--- src/rtl/rbv_pkg.sv ---
package rbv_pkg;
    localparam int NUM_DEV = 3;

    typedef enum logic [1:0] {
        DEV_OK      = 2'd0,
        DEV_SUSPECT = 2'd1,
        DEV_REFRESH = 2'd2
    } dev_state_e;

    typedef struct packed {
        dev_state_e [NUM_DEV-1:0] st;
        logic [NUM_DEV-1:0]       pulse;
        logic                     fatal;
    } vote_state_t;
endpackage

--- src/rtl/rbv_frame_counter.sv ---
module rbv_frame_counter #(
    parameter int FRAME_BITS = 64
) (
    input  logic clk,
    input  logic rst_n,
    input  logic bit_valid,
    output logic frame_last,
    output logic frame_done
);
    localparam int CNT_W = (FRAME_BITS > 1) ? $clog2(FRAME_BITS) : 1;
    localparam logic [CNT_W-1:0] LAST = CNT_W'(FRAME_BITS - 1);

    logic [CNT_W-1:0] cnt_d, cnt_q;
    logic             done_d, done_q;

    always_comb begin
        cnt_d      = cnt_q;
        frame_last = bit_valid && (cnt_q == LAST);
        done_d     = frame_last;
        if (bit_valid) begin
            cnt_d = frame_last ? '0 : cnt_q + 1'b1;
        end
    end

    always_ff @(posedge clk) begin
        if (!rst_n) begin
            cnt_q  <= '0;
            done_q <= 1'b0;
        end else begin
            cnt_q  <= cnt_d;
            done_q <= done_d;
        end
    end

    assign frame_done = done_q;

    // a frame marker never lasts two cycles
    assert_done_single_R1: assert property (@(posedge clk) disable iff (!rst_n)
        done_q |=> !done_q);
    // count stays inside the frame
    assert_cnt_range_R1: assert property (@(posedge clk) disable iff (!rst_n)
        cnt_q <= LAST);
endmodule

--- src/rtl/rbv_majority.sv ---
module rbv_majority
    import rbv_pkg::*;
(
    input  logic [NUM_DEV-1:0] bits,
    input  logic [NUM_DEV-1:0] active,
    output logic [NUM_DEV-1:0] outlier,
    output logic               pair_split
);
    logic all_active;
    assign all_active = &active;

    for (genvar k = 0; k < NUM_DEV; k++) begin : g_dev
        localparam int N1 = (k + 1) % NUM_DEV;
        localparam int N2 = (k + 2) % NUM_DEV;
        assign outlier[k] = all_active && (bits[N1] == bits[N2]) && (bits[k] != bits[N1]);
    end

    // exactly two voters left: they split when the parity of their bits is odd
    assign pair_split = ($countones(active) == 2) && (^(bits & active));
endmodule

--- src/rtl/triple_readback_voter.sv ---
module triple_readback_voter
    import rbv_pkg::*;
#(
    parameter int FRAME_BITS = 64
) (
    input  logic       clk,
    input  logic       rst_n,
    input  logic [2:0] rb_bits,
    input  logic       rb_valid,
    output logic [2:0] upset_flag,
    output logic [2:0] refresh_pulse,
    output logic       frame_done,
    output logic       fatal_mismatch
);
    vote_state_t        d, q;
    logic               frame_last;
    logic [NUM_DEV-1:0] active, outlier, suspect;
    logic               pair_split;

    rbv_frame_counter #(.FRAME_BITS(FRAME_BITS)) i_frame_counter (
        .clk        (clk),
        .rst_n      (rst_n),
        .bit_valid  (rb_valid),
        .frame_last (frame_last),
        .frame_done (frame_done)
    );

    for (genvar k = 0; k < NUM_DEV; k++) begin : g_mask
        assign active[k]  = (q.st[k] != DEV_REFRESH);
        assign suspect[k] = (q.st[k] == DEV_SUSPECT);
    end

    rbv_majority i_majority (
        .bits       (rb_bits),
        .active     (active),
        .outlier    (outlier),
        .pair_split (pair_split)
    );

    always_comb begin
        d       = q;
        d.pulse = '0;
        if (rb_valid && !q.fatal) begin
            for (int k = 0; k < NUM_DEV; k++) begin
                if (outlier[k] && !suspect[k]) begin
                    if (|(suspect & ~(NUM_DEV'(1) << k))) begin
                        d.fatal = 1'b1;
                    end else begin
                        d.st[k] = DEV_SUSPECT;
                    end
                end
            end
            if (pair_split) begin
                d.fatal = 1'b1;
            end
        end
        if (frame_last) begin
            for (int k = 0; k < NUM_DEV; k++) begin
                if (d.st[k] == DEV_SUSPECT) begin
                    if (d.fatal) begin
                        d.st[k] = DEV_OK;
                    end else begin
                        d.st[k]    = DEV_REFRESH;
                        d.pulse[k] = 1'b1;
                    end
                end else if (d.st[k] == DEV_REFRESH) begin
                    d.st[k] = DEV_OK;
                end
            end
        end
    end

    always_ff @(posedge clk) begin
        if (!rst_n) begin
            q <= '0;
        end else begin
            q <= d;
        end
    end

    for (genvar k = 0; k < NUM_DEV; k++) begin : g_out
        assign upset_flag[k] = (q.st[k] != DEV_OK);
    end
    assign refresh_pulse  = q.pulse;
    assign fatal_mismatch = q.fatal;

    assert_flag_onehot_R3: assert property (@(posedge clk) disable iff (!rst_n)
        $onehot0(upset_flag));
    assert_pulse_frame_end_R4: assert property (@(posedge clk) disable iff (!rst_n)
        (|refresh_pulse) |-> frame_done);
    assert_pulse_one_cycle_R4: assert property (@(posedge clk) disable iff (!rst_n)
        (|refresh_pulse) |=> (refresh_pulse == '0));
    assert_pulse_flagged_R5: assert property (@(posedge clk) disable iff (!rst_n)
        ((upset_flag & refresh_pulse) == refresh_pulse));
    assert_fatal_sticky_R6: assert property (@(posedge clk) disable iff (!rst_n)
        fatal_mismatch |=> fatal_mismatch);
    assert_no_pulse_fatal_R8: assert property (@(posedge clk) disable iff (!rst_n)
        fatal_mismatch |-> (refresh_pulse == '0));
endmodule

--- config.mk ---
export PLATFORM = sky130hd
export DESIGN_NAME = triple_readback_voter
export DESIGN_NICKNAME = d
export VERILOG_FILES = /design/src/rtl/rbv_pkg.sv /design/src/rtl/rbv_frame_counter.sv /design/src/rtl/rbv_majority.sv /design/src/rtl/triple_readback_voter.sv
export SDC_FILE = /design/constraint.sdc
export NUM_CORES = 1
export LEC_CHECK = 0
export ABC_AREA = 1
export BUFFER_PORTS_ARGS = -buffer_cell sky130_fd_sc_hd__buf_2
export CAP_MARGIN = 20
export CORE_UTILIZATION = 40
export CTS_BUF_LIST = sky130_fd_sc_hd__clkbuf_4 sky130_fd_sc_hd__clkbuf_8
export DETAILED_ROUTE_END_ITERATION = 7
export PLACE_DENSITY = 0.58
export REMOVE_ABC_BUFFERS = 1
export SKIP_LAST_GASP = 1
export SLEW_MARGIN = 0
export SYNTH_ARGS = -nofsm -noshare
export SYNTH_HDL_FRONTEND = slang
export SYNTH_SLANG_ARGS = --single-unit
--- constraint.sdc ---
create_clock -name clk -period 4.8 [get_ports clk]
set_input_delay 0.96 -clock clk [delete_from_list [all_inputs] [get_ports clk]]
set_output_delay 0.96 -clock clk [all_outputs]
set_load 0.1 [all_outputs]
; Word level (Yosys, flattened, before mapping)
; Cells that the tools add are included.
[word_totals]
word_cells = 88
ff_bits = 17
output_inout_bits = 8
inputBits = 6
[op_classes]
n_mux = 28
add_sub_neg = 3
reduce_logical = 27
bitwise_logic = 1
eq_ne = 20
[op_table]
columns = cell, n
row1 = 32-bit by 1-bit adder with 32-bit output, 1
row2 = "32-bit by 3-bit == test with 1-bit output, second input constant", 1
row3 = 2-bit 2-to-1 mux, 13
row4 = "2-bit by 1-bit == test with 1-bit output, second input constant", 6
row5 = 1-bit logical AND, 12
row6 = 1-bit 2-to-1 mux, 12
row7 = 6-bit 2-to-1 mux, 2
row8 = 3-bit AND reduction, 4
row9 = 9-bit 2-to-1 mux, 1
row10 = "6-bit by 1-bit adder with 6-bit output, second input constant", 1
row11 = "2-bit == test, second input constant", 3
row12 = "6-bit == test, second input constant", 1
row13 = "2-bit inequality test, second input constant", 3
row14 = 2-bit nonzero test, 3
row15 = 2-bit OR reduction, 3
row16 = 1-bit logical NOT, 4
row17 = 3-bit bitwise AND, 1
row18 = 1-bit == test, 3
row19 = 1-bit inequality test, 3
row20 = 3-bit XOR reduction, 1
row21 = 1-bit by 1-bit adder with 2-bit output, 1

; Longest topological paths before layout
[logic_depth]
depth_word = 15
ltp_mapped = 12
mapped_depth_nobuf = 12

; By module
; From an unflattened synthesis, not the netlist that was laid out.
[unflattened]
hier_cells = 150
area_unflattened_um2 = 1018.5
[by_module_without_submodules]
columns = module, area_each_um2, cells_per_inst, seq_area_each_um2, n_inst
row1 = triple_readback_voter, 544.3, 82, 200.2, 1
row2 = rbv_frame_counter, 336.6, 45, 140.1, 1
row3 = rbv_majority, 137.6, 23, 0.0, 1

; Worst setup path after synthesis
; OpenSTA, ideal clock, no wires.
[synth_path]
kind = register to output
startpoint = register q[5] (netlist bit)
endpoint = output upset_flag[0]
setup_slack_ns = 2.811
t_required_ns = 3.840
t_arrival_ns = 1.029
n_path_buf = 0
stages_incl_launch_ff = 3
cell_sequence = dfxtp_1 -> inv_1 -> nand2_1
[synth_via]
elab_chain_cells = 1
[synth_lines]
columns = element, line
row1 = from (decl), triple_readback_voter.sv:15  ; vote_state_t d, q;
row2 = from (signal assigned), triple_readback_voter.sv:75  ; q <= '0;
row3 = from (signal assigned), triple_readback_voter.sv:77  ; q <= d;
row4 = 2-bit nonzero test, triple_readback_voter.sv:82  ; assign upset_flag[k] = (q.st[k] != DEV_OK);
row5 = to (decl), triple_readback_voter.sv:10  ; output logic [2:0] upset_flag,
; Every way passes these cells.

; Worst setup path after layout
[layout_path]
startpoint = register q[4] (netlist bit)
endpoint = output upset_flag[0]
; The elaborated chain is that of the path after synthesis.

==> impl_metrics.py <==
metrics = {
    "yosys": {
        "ys_ff_latch": 17,
        "synth.yosys.seq_area_share_pct": 31.1,
        "synth_area_leaders": "dfxtp_1, nand2_1, nor2_1, inv_1, a21oi_1",
        "netlist.top_cell.by_area": "dfxtp_1",
        "synth_area_per_cell_um2": 6.64,
        "netlist_instances": 165,
        "synth_cell_type_count": 25,
        "synth_top_area_share_pct": 31.1,
        "yosysWarnings": 0,
        "syn_area_um2": 1100,
    },
    "job": {
        "cap_violations": 0,
    },
    "min_path": {
        "holdCritPathClass": "reg2reg",
        "min_from": "i_frame_counter.cnt_q[5]",
    },
    "sta": {
        "setup_viol_count_final": 0,
        "min_period_ns": 2.20,
        "drv_slew": 0,
        "post-route-period-util_pct": 45.9,
        "clock_skew_ns": 0.00706,
        "worst_pin_slew_ns": 0.491,
        "grt_setup_unrepaired": "no",
        "hold_viol": 0,
        "relSlewSlack_pct": 67.5,
        "tns_ns": 0,
        "fmax_ghz": 0.454,
    },
    "grt": {
        "gr-usage-met2_pct": 27.0,
        "top_usage_layer": "met2",
        "globalRouteTotalUtil_pct": 17.5,
        "grt.met1_usage_pct": 24.5,
        "grt_pass1_vias": 870,
        "antenna_found_initial": 0,
        "grt_max_degree": 11,
        "grt_overflow": 0,
        "use_met3_pct": 1.67,
        "grt_first_pass_wirelength_um": 3770,
    },
    "setup_path": {
        "crit_cells": 3,
        "cp-startpoint": "q[4]",
        "crit_end": "upset_flag[0]",
        "cp.arrival_ns": 1.24,
        "cp_max_fo": 3,
        "crit_required_ns": 3.84,
        "slowest_stage": "buf_2",
        "reg2reg_to": "fatal_mismatch",
        "path_class": "reg2out",
        "regToRegSetupSlack_ns": 2.81,
        "cp-end-kind": "primary output",
        "reg2reg_from": "q[4]",
        "cp.buffers_inverters": 2,
        "reg2reg_depth": 12,
        "cp_top_family": "buffers and inverters",
        "cpPeakStageDelay_ns": 0.42,
        "cp_cell_sequence": "inv_1 > nand2_1 > buf_2",
        "startpoint_type": "register",
    },
    "power_and_ir_drop": {
        "peakVddDrop_mv": 0.213,
        "finalPower_uw": 307,
        "power_density_nw_per_um2": 256,
        "total_leakage_power_nw": 0.617,
    },
    "cts": {
        "root_buffer": "clkbuf_4",
        "clock-sinks": 17,
        "cts_tree": "yes",
        "cts_setup_buffers": 0,
        "htree_num_levels": 1,
        "hold_buffers": 0,
        "clk-insertion-delay-late_ns": 0.29,
        "clkSlewWorstSetupHoldPaths_ns": 0.10,
        "cts_resized": 0,
        "cts.path.max_buffers": 2,
        "numCtsBuffers": 3,
    },
    "placed_design": {
        "placed_cell_area_um2": 1170,
        "gp_congestion": 0.945,
        "dpl.hpwl_um": 1810,
        "port-buffer-count": 13,
    },
    "routing": {
        "vias_per_cell": 4.80,
        "drt_pre_antenna_iters": 4,
        "wl_per_cell_um": 10.7,
        "totalWireLength_um": 2220,
        "drc": 0,
        "via_count": 998,
        "drt_iter0_drc": 45,
        "ant_nets": 0,
    },
    "floorplanning": {
        "dieArea_um2": 2950,
        "num_rows": 18,
        "die_height_um": 54.3,
        "core_um2": 2520,
        "dieWidth_um": 54.3,
        "pin_count": 14,
        "initial_core_util_pct": 43.5,
    },
    "final_layout": {
        "syn_to_final_growth_pct": 9.36,
        "antenna_cells": 0,
        "drive_gt1_share_pct": 20.2,
        "nets": 190,
        "fin_area_um2": 1200,
    },
    "outcome": {
        "status": "finished clean",
    },
}
==> worst reg2reg max path: stages (launching register included) <==
cell and delay [ns]:
dfxtp_1 0.34, inv_1 0.10, nand2_1 0.13, ha_1 0.32
ha_1 0.18, ha_1 0.18, nor2_1 0.08, nand2_1 0.06
nor2_1 0.21, nor3_2 0.07, nand2_2 0.11, nand2_1 0.06
nor2_1 0.09
==> cell families (layout without fill, tap and decap cells) <==
family / after synthesis / count (layout) / share of synthesized area (%)
AOI/OAI and AO/OA: 19 / 19 / 11.0
xor gates and xnor gates: 1 / 1 / 0.799
adders and majority gates: 5 / 5 / 6.39
buffers and inverters: 30 / 43 / 11.6
DFF: 17 / 17 / 31.1
and+or+nand+nor: 93 / 93 / 39.2
==> stage by stage <==
step | util [%] | setup WS (ns) | cells | hold slack [ns]
after global placement | 46.3 | 2.66 | 204 | 0.479
after detailed placement | 46.3 | 2.65 | 204 | 0.491
after global routing | 47.5 | 2.55 | 208 | 0.527
after floorplan | - | 2.81 | 161 | 0.469
final | 47.5 | 2.60 | 208 | 0.500
after CTS | 47.5 | 2.60 | 208 | 0.505
==> routing by layer <==
layer | share of wire (%) | vias up | wire length [um]
li1 | - | 540 | -
met1 | 50 | 432 | 1110
met2 | 45 | 21 | 993
met3 | 3.5 | 5 | 77
met4 | 1.9 | 0 | 42
met5 | 0 | - | 0
==> cell usage in the layout (no fill, tap or decap), types with 2 or more instances in the layout <==
cell type  netlist  routed
nor2_2           4       4
a21oi_1         11      11
inv_2            3       3
clkbuf_4         0       4
inv_1           22      22
nor3_1           6       6
dfxtp_1         17      17
buf_2            0      13
nor2_1          23      23
nand2_2          2       2
a21oi_2          5       5
nor3_2           2       2
ha_1             4       4
nand3_1          9       9
nand2_1         42      42
==> state kept, by name, summed over array words and instances (netlist names) <==
name	flops
fatal_mismatch	1
i_frame_counter.cnt_q	6
i_frame_counter.frame_done	1
q	6
refresh_pulse	3
==> layout make-up <==
| class | instances | area [um^2] |
|---|---|---|
| tap | 30 | 37.5 |
| inverter | 26 | 97.6 |
| sequential | 17 | 340 |
| fill | 273 | 1320 |
| clock buffer | 4 | 30.0 |
| multi-input combinational | 118 | 628 |
| timing repair buffer | 13 | 65.1 |
==> report_power, final <==
part	switching (mW)	internal, mW	total [mW]	leakage [nW]
clock	0.0453	0.0380	0.0834	0.0184
sequential	0.00360	0.145	0.149	0.138
combinational	0.0552	0.0192	0.0744	0.460
total	0.104	0.203	0.307	0.617
==> cells in the mapped netlist <==
cell type  count
a211oi_1       1
a21oi_1       11
a21oi_2        5
a2bb2oi_1      1
and3_1         1
buf_4          4
clkinv_1       1
dfxtp_1       17
fa_1           1
ha_1           4
inv_1         22
inv_2          3
nand2_1       42
nand2_2        2
nand3_1        9
nand4_1        1
nand4_2        1
nor2_1        23
nor2_2         4
nor3_1         6
nor3_2         2
nor4_4         1
o21ai_0        1
or2_2          1
xnor2_1        1
==> worst min-delay path by stage <==
stage / to / slack, ns / cells past startpoint
after floorplan: i_frame_counter.cnt_q[0] / 0.47 / 1
after global placement: i_frame_counter.cnt_q[5] / 0.48 / 1
after detailed placement: i_frame_counter.cnt_q[5] / 0.49 / 1
after CTS: i_frame_counter.cnt_q[5] / 0.51 / 1
after global routing: i_frame_counter.cnt_q[5] / 0.53 / 1
final: i_frame_counter.cnt_q[5] / 0.50 / 1
(Power assumes the default switching activity.)
